File: src/rtl/intc_pkg.sv
package intc_pkg;

    localparam int unsigned REG_W = 32;

    // causes that exist in the register
    localparam logic [REG_W-1:0] CAUSE_IMPL = 32'hBA00_00CB;
    // causes that the source vector may set (bit 28 comes from the periodic timer)
    localparam logic [REG_W-1:0] SRC_MASK   = 32'hAA00_00CB;

    localparam int unsigned BIT_RX_DMA   = 31;
    localparam int unsigned BIT_PERIODIC = 28;

    localparam logic [7:0] DELAY_RST  = 8'h40;
    localparam logic [7:0] PERIOD_RST = 8'h00;

    localparam logic [3:0] OFS_COAL = 4'h4;
    localparam logic [3:0] OFS_STAT = 4'h8;
    localparam logic [3:0] OFS_ENAB = 4'hC;

    typedef enum logic [1:0] {
        HOLD_IDLE = 2'd0,
        HOLD_WAIT = 2'd1,
        HOLD_FIRE = 2'd2
    } hold_state_e;

    typedef struct packed {
        logic [7:0] period;
        logic [7:0] delay;
    } coal_cfg_t;

    function automatic logic [REG_W-1:0] one_hot(input int unsigned pos, input logic v);
        logic [REG_W-1:0] r;
        r = '0;
        r[pos] = v;
        return r;
    endfunction

endpackage

File: src/rtl/intc_cause_bank.sv
module intc_cause_bank
    import intc_pkg::*;
(
    input  logic             clk_i,
    input  logic             rst_i,
    input  logic [REG_W-1:0] set_vec_i,
    input  logic             clr_wr_i,
    input  logic [REG_W-1:0] clr_mask_i,
    input  logic             en_wr_i,
    input  logic [REG_W-1:0] en_data_i,
    output logic [REG_W-1:0] stat_o,
    output logic [REG_W-1:0] en_o
);

    logic [REG_W-1:0] stat_q, en_q, clr_eff, set_eff;

    assign clr_eff = clr_wr_i ? clr_mask_i : '0;
    assign set_eff = set_vec_i & CAUSE_IMPL;

    always_ff @(posedge clk_i) begin
        if (rst_i) begin
            stat_q <= '0;
            en_q   <= '0;
        end else begin
            stat_q <= ((stat_q & ~clr_eff) | set_eff) & CAUSE_IMPL;
            if (en_wr_i)
                en_q <= en_data_i & CAUSE_IMPL;
        end
    end

    assign stat_o = stat_q;
    assign en_o   = en_q;

    AST_W1C_ONLY: assert property (@(posedge clk_i) disable iff (rst_i)
        1'b1 |=> ((~stat_q & $past(stat_q) & ~($past(clr_wr_i) ? $past(clr_mask_i) : '0)) == '0));

    AST_SET_WINS: assert property (@(posedge clk_i) disable iff (rst_i)
        1'b1 |=> ((stat_q & $past(set_vec_i) & CAUSE_IMPL) == ($past(set_vec_i) & CAUSE_IMPL)));

endmodule

File: src/rtl/intc_period_gen.sv
module intc_period_gen #(
    parameter int unsigned UNIT_SH = 5,
    localparam int unsigned CNT_W  = 8 + UNIT_SH
) (
    input  logic       clk_i,
    input  logic       rst_i,
    input  logic       tick_i,
    input  logic       load_i,
    input  logic [7:0] period_new_i,
    input  logic [7:0] period_cur_i,
    output logic       pulse_o
);

    logic [CNT_W-1:0] cnt_q;
    logic             running, at_end;

    assign running = (period_cur_i != 8'd0);
    assign at_end  = (cnt_q == CNT_W'(1));
    assign pulse_o = running && tick_i && at_end && !load_i;

    always_ff @(posedge clk_i) begin
        if (rst_i) begin
            cnt_q <= '0;
        end else if (load_i) begin
            cnt_q <= {period_new_i, {UNIT_SH{1'b0}}};
        end else if (running && tick_i) begin
            if (at_end || cnt_q == '0)
                cnt_q <= {period_cur_i, {UNIT_SH{1'b0}}};
            else
                cnt_q <= cnt_q - CNT_W'(1);
        end
    end

    AST_PERIOD_GAP: assert property (@(posedge clk_i) disable iff (rst_i)
        pulse_o |=> !pulse_o);

endmodule

File: src/rtl/intc_holdoff_fsm.sv
module intc_holdoff_fsm
    import intc_pkg::*;
#(
    parameter int unsigned UNIT_SH = 5,
    localparam int unsigned CNT_W  = 8 + UNIT_SH
) (
    input  logic       clk_i,
    input  logic       rst_i,
    input  logic       tick_i,
    input  logic       pend_any_i,
    input  logic       hp_fire_i,
    input  logic [7:0] delay_i,
    output logic       fire_o
);

    hold_state_e      state_q;
    logic [CNT_W-1:0] cnt_q;

    always_ff @(posedge clk_i) begin
        if (rst_i) begin
            state_q <= HOLD_IDLE;
            cnt_q   <= '0;
        end else begin
            unique case (state_q)
                HOLD_IDLE: begin
                    if (hp_fire_i) begin
                        state_q <= HOLD_FIRE;
                    end else if (pend_any_i) begin
                        if (delay_i == 8'd0) begin
                            state_q <= HOLD_FIRE;
                        end else begin
                            cnt_q   <= {delay_i, {UNIT_SH{1'b0}}};
                            state_q <= HOLD_WAIT;
                        end
                    end
                end
                HOLD_WAIT: begin
                    if (hp_fire_i) begin
                        state_q <= HOLD_FIRE;
                    end else if (!pend_any_i) begin
                        state_q <= HOLD_IDLE;
                    end else if (tick_i) begin
                        if (cnt_q <= CNT_W'(1))
                            state_q <= HOLD_FIRE;
                        else
                            cnt_q <= cnt_q - CNT_W'(1);
                    end
                end
                HOLD_FIRE: begin
                    if (!pend_any_i && !hp_fire_i)
                        state_q <= HOLD_IDLE;
                end
                default: state_q <= HOLD_IDLE;
            endcase
        end
    end

    assign fire_o = (state_q == HOLD_FIRE);

endmodule

File: src/rtl/intc_coalesce.sv
module intc_coalesce
    import intc_pkg::*;
#(
    parameter int unsigned ADDR_W     = 4,
    parameter int unsigned UNIT_TICKS = 32,
    localparam int unsigned UNIT_SH   = $clog2(UNIT_TICKS)
) (
    input  logic              clk_i,
    input  logic              rst_i,
    input  logic              bus_wr_i,
    input  logic              bus_rd_i,
    input  logic [ADDR_W-1:0] bus_addr_i,
    input  logic [31:0]       bus_wdata_i,
    output logic [31:0]       bus_rdata_o,
    input  logic [31:0]       cause_i,
    input  logic              hp_rx_i,
    input  logic              us_tick_i,
    output logic              irq_o
);

    coal_cfg_t        coal_q;
    coal_cfg_t        coal_new;
    logic             coal_wr, stat_wr, enab_wr;
    logic             per_pulse, pend_any, hp_fire, fire;
    logic [REG_W-1:0] stat, en, set_vec;

    assign coal_wr = bus_wr_i && (bus_addr_i == ADDR_W'(OFS_COAL));
    assign stat_wr = bus_wr_i && (bus_addr_i == ADDR_W'(OFS_STAT));
    assign enab_wr = bus_wr_i && (bus_addr_i == ADDR_W'(OFS_ENAB));
    assign coal_new = coal_cfg_t'(bus_wdata_i[15:0]);

    always_ff @(posedge clk_i) begin
        if (rst_i) begin
            coal_q.delay  <= DELAY_RST;
            coal_q.period <= PERIOD_RST;
        end else if (coal_wr) begin
            coal_q <= coal_new;
        end
    end

    assign set_vec = (cause_i & SRC_MASK)
                   | one_hot(BIT_RX_DMA, hp_rx_i)
                   | one_hot(BIT_PERIODIC, per_pulse);

    intc_cause_bank u_bank (
        .clk_i      (clk_i),
        .rst_i      (rst_i),
        .set_vec_i  (set_vec),
        .clr_wr_i   (stat_wr),
        .clr_mask_i (bus_wdata_i),
        .en_wr_i    (enab_wr),
        .en_data_i  (bus_wdata_i),
        .stat_o     (stat),
        .en_o       (en)
    );

    intc_period_gen #(.UNIT_SH(UNIT_SH)) u_period (
        .clk_i        (clk_i),
        .rst_i        (rst_i),
        .tick_i       (us_tick_i),
        .load_i       (coal_wr),
        .period_new_i (coal_new.period),
        .period_cur_i (coal_q.period),
        .pulse_o      (per_pulse)
    );

    assign pend_any = |(stat & en);
    assign hp_fire  = hp_rx_i && en[BIT_RX_DMA];

    intc_holdoff_fsm #(.UNIT_SH(UNIT_SH)) u_hold (
        .clk_i      (clk_i),
        .rst_i      (rst_i),
        .tick_i     (us_tick_i),
        .pend_any_i (pend_any),
        .hp_fire_i  (hp_fire),
        .delay_i    (coal_q.delay),
        .fire_o     (fire)
    );

    assign irq_o = fire && pend_any;

    always_comb begin
        bus_rdata_o = '0;
        if (bus_rd_i) begin
            if (bus_addr_i == ADDR_W'(OFS_COAL))
                bus_rdata_o = {16'h0000, coal_q};
            else if (bus_addr_i == ADDR_W'(OFS_STAT))
                bus_rdata_o = stat;
            else if (bus_addr_i == ADDR_W'(OFS_ENAB))
                bus_rdata_o = en;
        end
    end

    AST_HP_BYPASS: assert property (@(posedge clk_i) disable iff (rst_i)
        (hp_rx_i && en[BIT_RX_DMA] && !enab_wr) |=> irq_o);

    AST_CLR_DROPS: assert property (@(posedge clk_i) disable iff (rst_i)
        (stat_wr && ((stat & en & ~bus_wdata_i) == '0) && ((set_vec & en) == '0)) |=> !irq_o);

    AST_NO_MASKED_IRQ: assert property (@(posedge clk_i) disable iff (rst_i)
        (en == '0 && !enab_wr) |=> !irq_o);

endmodule

File: config.mk
export PLATFORM = sky130hd
export DESIGN_NAME = intc_coalesce
export DESIGN_NICKNAME = d
export VERILOG_FILES = /design/src/rtl/intc_pkg.sv /design/src/rtl/intc_cause_bank.sv /design/src/rtl/intc_period_gen.sv /design/src/rtl/intc_holdoff_fsm.sv /design/src/rtl/intc_coalesce.sv
export SDC_FILE = /design/constraint.sdc
export NUM_CORES = 1
export LEC_CHECK = 0
export BUFFER_PORTS_ARGS = -buffer_cell sky130_fd_sc_hd__buf_4
export CAP_MARGIN = 20
export CORE_MARGIN = 4
export CORE_UTILIZATION = 55
export DETAILED_ROUTE_END_ITERATION = 10
export GPL_TIMING_DRIVEN = 0
export PLACE_DENSITY = 0.87
export SYNTH_ARGS = -nofsm -noshare
export SYNTH_HDL_FRONTEND = slang
export SYNTH_SLANG_ARGS = --single-unit
File: constraint.sdc
create_clock -name clk_i -period 3.5 [get_ports clk_i]
set_clock_uncertainty 0.1 [all_clocks]
set_input_delay 0.875 -clock clk_i [delete_from_list [all_inputs] [get_ports clk_i]]
set_output_delay 0.875 -clock clk_i [all_outputs]
set_load 0.05 [all_outputs]
==> out/results.tsv, run 1 <==
stage	metric	value	unit
outcome	status	complete, no violations	
finish	fin nets	625	
timing	Final Cycle Share	94.6	%
route	DRT Pass-1 Iters	5	
clocking	clock tree buffer depth	2	
synthesis	Yosys cell types	53	
global_routing	GR peak layer	met2	
timing	Worst slew margin	45.1	%
setup_path	critical path class	in -> out	
synthesis	post-synthesis async set-or-reset flop share	0	%
setup_path	Worst EP required	2.52	ns
floorplanning	die area	7710	sq um
clocking	cells resized by post-CTS repair	0	
place	I/O Buffers	61	
global_routing	pin count of the biggest net entering global routing	11	
route	Post-route DRC	0	
synthesis	Seq/Total Area, Yosys	36.6	%
clocking	Post-CTS Setup Bufs	0	
setup_path	kind of end point of the critical path	output port	
setup_path	RR Startpoint	u_hold.cnt_q[3]$_SDFFE_PP0P_	
synthesis	area leader, netlist	dfxtp_1	
synthesis	Post-synth top flop	dfxtp_1	
clocking	hold_buf cts	0	
synthesis	leading post-synthesis cells by cell area	dfxtp_1 (37%), nand2_1 (9.0%), a21oi_1 (7.9%), nor2_1 (4.8%), buf_4 (2.6%)	
global_routing	M3 GR Usage	5.17	%
timing	Fin. Hold Viols	0	
finish	ANT cells	0	
route	WL final	10800	microns
place	DP Worst Slack	0.155	ns
global_routing	global-route wire length before repair	17300	microns
timing	final worst slack	0.189	ns
floorplanning	# IOs	107	
clocking	total CTS buffers	9	
clocking	CTS H-tree lvls	3	
route	Vias	3888	
min_path	hold path depth	2	
synthesis	Syn. warnings	0	
min_path	Hold WC Path Type	reg -> reg	
place	Cell Area, Placed	4090	sq um
global_routing	initial antenna violation count	0	
global_routing	grt ovf	0	
clocking	Clk Tree Root Cell	clkbuf_8	
timing	Slew Limit Fails	0	
global_routing	vias in the first global route	3623	
timing	Worst-Margin Slew	0.817	ns
clocking	CTS tree	done	
synthesis	FF+latch count, synth	64	
min_path	Hold Path Sink	u_bank.en_o[7]$_SDFFE_PP0P_	
finish	most frequent cells in the layout	nand2_1 (84), buf_4 (73), dfxtp_1 (64)	
clocking	clock sinks	64	
clocking	clock transition at the registers of the reported paths	0.07	ns
timing	RSZ-0062 raised after global routing	no	
synthesis	number of enable flip-flop cells after synthesis	0	
finish	FF/Latch Area	1280	sq um
min_path	Hold Crit Start	u_bank.en_o[7]$_SDFFE_PP0P_	
floorplanning	site row count	28	
floorplanning	initial core utilization	57.8	%
synthesis	post-synthesis cell area	3500	sq um
route	DR iter-0 viols	315	
clocking	worst skew pair latency	0.36	ns
pwr	PwrDens	408	nW/um^2
global_routing	Total GRT Usage	28.5	%
setup_path	Worst R2R Path Depth	5	
synthesis	cell count after synthesis	465	
global_routing	routing usage on met1	37.2	%
finish	Layout area overhead	22.0	%
pwr	LEAKAGE	1.75	nW
synthesis	post-synth top area share	36.6	%
place	gpl congestion	0.932	
synthesis	Mapped Avg Cell Area	7.53	sq um
finish	layout cells sized above 1	17.2	%
route	Antenna Nets Post-Route	0	
timing	Final Critical Period	3.31	ns
finish	FILL cells	484	
setup_path	Setup crit start kind	input port	
route	drt via density	6.20	
setup_path	worst-path fanout max	10	
pwr	Max VDD drop	0.287	mV
place	Final HPWL DP	7820	microns
finish	fin area	4270	sq um
timing	Fmax	302	MHz
floorplanning	area of the core	6060	sq um
setup_path	RR Endpoint	u_hold.cnt_q[12]$_SDFFE_PP0P_	
flow_run	Max Cap Viol	0	
finish	commonest non-fill, non-tap cell in the layout	nand2_1	
global_routing	met2 Resource Use GR	46.0	%
setup_path	worst reg2reg setup slack	1.08	ns
floorplanning	Die Height	87.8	microns
timing	total negative slack	0	ns
route	WL/cell	17.3	microns
timing	final setup violating endpoints	0	
floorplanning	die width	87.8	microns
finish	area used by multi-input combinational logic	2050	sq um
timing	hold slack final	0.378	ns
setup_path	crit path DAT	2.34	ns
state kept, by name, indices dropped and copies added (netlist names):
signal	flops
u_bank.stat_o	10
u_hold.cnt_q	13
coal_q	16
u_bank.en_o	10
u_hold.state_q	2
u_period.cnt_q	13
power by group:
part	leakage (nW)	total, mW	switching, mW	internal (mW)
combinational	1.14	0.344	0.214	0.130
clock	0.0941	0.623	0.297	0.326
sequential	0.520	0.775	0.0247	0.751
total	1.75	1.74	0.535	1.21
cell usage after synthesis (all sizes together) (9+ instances only):
cell    instances
a21oi          55
and3           14
nor2           45
nand3          15
inv             9
dfxtp          64
o31ai          11
o21ai          18
clkbuf         21
buf            14
a22oi          11
nand2          84
critical path, cell delays in order:
cell      delay (ns)
buf_4           0.12
nor3b_1         0.47
clkbuf_2        0.32
o21ai_0         0.13
a21oi_1         0.19
buf_4           0.22
worst max-delay path by stage:
stage | from | endpoint | slack, ns | cells past startpoint
finish | bus_addr_i[1] | bus_rdata_o[1] | 0.19 | 6
global placement | bus_addr_i[1] | bus_rdata_o[15] | 0.19 | 5
CTS | bus_addr_i[1] | bus_rdata_o[1] | 0.12 | 6
global route | bus_addr_i[1] | bus_rdata_o[12] | 0.06 | 5
detailed placement | bus_addr_i[1] | bus_rdata_o[1] | 0.16 | 6
floorplan | bus_addr_i[1] | bus_rdata_o[0] | 0.15 | 4
cell type report:
| cell class | instances | area share, % |
|---|---|---|
| plain buffers | 35 | 4.22 |
| clock buffers | 12 | 3.16 |
| clock inverters | 4 | 1.05 |
| inverters | 9 | 0.791 |
| multi-input cells | 367 | 47.9 |
| flip-flops and latches | 64 | 30.0 |
| well taps | 75 | 2.20 |
| repair buffers | 61 | 10.7 |
layer usage:
layer  share of wire (%)  routed length, microns
met5                   0                       0
met4                 2.5                     269
met3                 9.3                    1000
met2                  48                    5240
met1                  40                    4330
cells by family (layout without fill, tap and decap cells):
logic type | after synthesis | after routing | synth area share [%]
fa+ha+maj | 4 | 4 | 1.43
xor+xnor | 10 | 10 | 2.50
compound gates | 134 | 134 | 24.4
mux | 2 | 2 | 0.572
simple gates | 206 | 206 | 28.4
other cells | 1 | 11 | 0.107
buf+inv | 44 | 121 | 6.07
flops | 64 | 64 | 36.6
stage by stage:
| step | std cells | utilization (%) | power (mW) |
|---|---|---|---|
| global route | 627 | 70.5 | 1.80 |
| CTS | 627 | 70.5 | 1.73 |
| finish | 627 | 70.5 | 1.74 |
| detailed placement | 611 | 67.5 | 1.12 |
| floorplan | 475 | - | 1.02 |
| global placement | 611 | 67.5 | 1.11 |
Note: power is estimated with default switching activity, not from simulation.
==> run 2: changes to the inputs <==
CORE_UTILIZATION = 45   (was 55)
PLACE_DENSITY = 0.73   (was 0.87)
==> run 2 against run 1 <==
  * Critical path depth unchanged
  * Via count down 2.7%
  * Worst hold slack worse by 0.00080 ns
  * Register-to-register slack worse by 0.02 ns
  * Wire length down 2.0%
  * Clock power down 7.2%
  * Sequential power about the same
  * Clock-buffer cell count unchanged
  * Maximum frequency down 2.0%
  * Largest power group unchanged
  * Highest routed layer unchanged
==> out/results.tsv, run 2 (synthesis gave the netlist of run 1 again) <==
stage	metric	value	unit	change
floorplanning	# IOs	107		unchanged
pwr	Switch Pwr	0.524	mW	was 0.535 mW
setup_path	Crit path largest cell delay	0.40	ns	was 0.47 ns
global_routing	vias in the first global route	3561		was 3,623
clocking	total CTS buffers	9		unchanged
setup_path	Buf/Inv on CP	3		unchanged
setup_path	CP delay by family, top	buffers and inverters		unchanged
pwr	Clk network pwr share	34.1	%	was 35.8%
floorplanning	area of the core	7410	sq um	was 6060 sq um
place	I/O Buffers	61		unchanged
setup_path	critical path class	in -> out		unchanged
clocking	cells resized by post-CTS repair	0		unchanged
setup_path	Worst R2R Path Depth	5		unchanged
floorplanning	Die Height	96.2	microns	was 87.8 microns
setup_path	CP most frequent cell	buf_4		unchanged
timing	hold slack final	0.377	ns	was 0.378 ns
route	DRT Pass-1 Iters	5		unchanged
setup_path	slowest stage cell, crit path	clkbuf_1		was nor3b_1
setup_path	Setup crit start kind	input port		unchanged
global_routing	routing usage on met1	30.8	%	was 37.2%
min_path	hold path depth	2		unchanged
timing	Slew Limit Fails	0		unchanged
finish	Layout area overhead	22.6	%	was 22.0%
floorplanning	initial core utilization	47.3	%	was 57.8%
pwr	Seq pwr share	45.7	%	was 44.5%
finish	top flop regs	coal_q x16, u_hold.cnt_q x13, u_period.cnt_q x13		unchanged
clocking	Post-CTS Setup Bufs	0		unchanged
min_path	Hold Crit Start	u_bank.en_o[1]$_SDFFE_PP0P_		was u_bank.en_o[7]$_SDFFE_PP0P_
global_routing	Total GRT Usage	23.3	%	was 28.5%
finish	most frequent cells in the layout	nand2_1 (84), buf_4 (73), dfxtp_1 (64)		unchanged
route	WL final	10600	microns	was 10,800 microns
setup_path	RR Endpoint	u_period.cnt_q[0]$_SDFFE_PP0P_		was u_hold.cnt_q[12]$_SDFFE_PP0P_
clocking	hold_buf cts	0		unchanged
finish	Most flops, register	coal_q		unchanged
pwr	LEAKAGE	1.74	nW	was 1.75 nW
clocking	worst skew pair latency	0.35	ns	was 0.36 ns
global_routing	M3 GR Usage	4.30	%	was 5.17%
flow_run	Max Cap Viol	0		unchanged
min_path	Hold Path Sink	u_bank.en_o[1]$_SDFFE_PP0P_		was u_bank.en_o[7]$_SDFFE_PP0P_
outcome	status	complete, no violations		unchanged
setup_path	RR Startpoint	u_period.cnt_q[8]$_SDFFE_PP0P_		was u_hold.cnt_q[3]$_SDFFE_PP0P_
global_routing	GR peak layer	met2		unchanged
pwr	P_int	1.17	mW	was 1.21 mW
route	Vias	3784		was 3,888
timing	Fmax	296	MHz	was 302 MHz
timing	RSZ-0062 raised after global routing	no		unchanged
finish	FILL cells	717		was 484
route	Post-route DRC	0		unchanged
finish	FF/Latch Area	1280	sq um	unchanged
timing	Final Critical Period	3.38	ns	was 3.31 ns
setup_path	worst-path fanout max	10		unchanged
pwr	Max VDD drop	0.254	mV	was 0.287 mV
global_routing	initial antenna violation count	0		unchanged
floorplanning	site row count	31		was 28
route	Antenna Nets Post-Route	0		unchanged
finish	commonest non-fill, non-tap cell in the layout	nand2_1		unchanged
pwr	PwrDens	395	nW/um^2	was 408 nW/um^2
clocking	Clk Tree Root Cell	clkbuf_8		unchanged
global_routing	grt ovf	0		unchanged
setup_path	crit path DAT	2.40	ns	was 2.34 ns
setup_path	CP cell instances	buf_4 -> nor3b_1 -> clkbuf_1 -> o21ai_0 -> a21oi_1 -> buf_4		was buf_4 -> nor3b_1 -> clkbuf_2 -> o21ai_0 -> a21oi_1 -> buf_4
finish	ANT cells	0		unchanged
route	WL/cell	16.3	microns	was 17.3 microns
finish	area used by multi-input combinational logic	2050	sq um	unchanged
global_routing	global-route wire length before repair	16800	microns	was 17,300 microns
finish	max FFs per register	16		unchanged
setup_path	Worst EP required	2.52	ns	about the same
floorplanning	die width	96.2	microns	was 87.8 microns
clocking	clock tree buffer depth	2		unchanged
pwr	combinational share of power	20.1	%	was 19.7%
timing	Worst slew margin	46.6	%	was 45.1%
floorplanning	die area	9260	sq um	was 7710 sq um
route	DR iter-0 viols	274		was 315
clocking	CTS H-tree lvls	3		unchanged
timing	Worst-Margin Slew	0.794	ns	was 0.817 ns
place	Final HPWL DP	7770	microns	was 7820 microns
clocking	clock transition at the registers of the reported paths	0.07	ns	about the same
finish	fin nets	625		unchanged
route	drt via density	5.82		was 6.20
timing	final setup violating endpoints	0		unchanged
min_path	Hold WC Path Type	reg -> reg		unchanged
pwr	sw frac	30.9	%	was 30.7%
setup_path	kind of end point of the critical path	output port		unchanged
timing	total negative slack	0	ns	unchanged
place	gpl congestion	0.978		was 0.932
setup_path	worst reg2reg setup slack	1.06	ns	was 1.08 ns
clocking	clock sinks	64		unchanged
global_routing	pin count of the biggest net entering global routing	11		unchanged
finish	layout cells sized above 1	17.2	%	about the same
timing	Final Cycle Share	96.5	%	was 94.6%
clocking	CTS tree	done		unchanged
timing	Fin. Hold Viols	0		unchanged
global_routing	met2 Resource Use GR	36.7	%	was 46.0%
## run 2: cell types whose count changed in the layout (fill, tap and decap cells not counted)
| cell | change |
|---|---|
| clkbuf_1 | -1 |
| clkbuf_8 | +2 |
| clkinvlp_4 | +1 |
| bufinv_16 | -1 |
| clkbuf_2 | -1 |
| clkinv_2 | -1 |
## run 2: power by group through the flow
| stage | clock, mW | sequential, mW | combinational, mW |
|---|---|---|---|
| 2_1_floorplan | 0 | 0.784 | 0.235 |
| 6_report | 0.578 | 0.775 | 0.341 |
| 5_1_grt | 0.606 | 0.778 | 0.372 |
| 3_5_place_dp | 0 | 0.790 | 0.334 |
| 3_3_place_gp | 0 | 0.790 | 0.328 |
| 4_1_cts | 0.585 | 0.774 | 0.335 |
## run 2: how the worst max path moves through the flow
| stage | startpoint | end | slack, ns | cells after the start |
|---|---|---|---|---|
| finish | bus_addr_i[1] | bus_rdata_o[0] | 0.12 | 6 |
| global route | bus_addr_i[1] | bus_rdata_o[3] | 0.02 | 6 |
| CTS | bus_addr_i[1] | bus_rdata_o[0] | 0.17 | 6 |
| detailed placement | bus_addr_i[1] | bus_rdata_o[0] | 0.18 | 6 |
| global placement | bus_addr_i[1] | bus_rdata_o[15] | 0.17 | 5 |
| floorplan | bus_addr_i[1] | bus_rdata_o[0] | 0.15 | 4 |
## run 2: final cells by class
class / instances / area share (%)
Timing Repair Buffer: 61 / 10.7
Inverter: 9 / 0.787
Sequential cell: 64 / 29.8
Multi-Input combinational cell: 367 / 47.6
Clock inverter: 3 / 0.408
Buffer: 35 / 4.17
Tap cell: 99 / 2.88
Clock buffer: 12 / 3.61
## run 2: stage by stage
stage	util, %	power, mW	std cells	cell area (sq um)	setup slack (ns)
6_report	58.0	1.69	650	4290	0.121
5_1_grt	58.0	1.76	650	4290	0.0232
4_1_cts	58.0	1.69	650	4290	0.165
3_5_place_dp	55.6	1.12	635	4120	0.184
3_3_place_gp	55.6	1.12	635	4120	0.173
2_1_floorplan	-	1.02	475	3540	0.146
## run 2: worst reg2reg max path: cells and delay by family (launching register included)
family	cells	cell delay, ns
AOI/OAI and AO/OA	2	0.91
and+or+nand+nor	3	0.92
DFF	1	0.37
## run 2: routing by layer
metal	share of wire (%)	routed length, microns	vias up
met1	44	4640	1760
met5	0	0	-
met2	47	4960	180
met4	2.4	250	0
met3	7.3	773	21
li1	-	-	1823
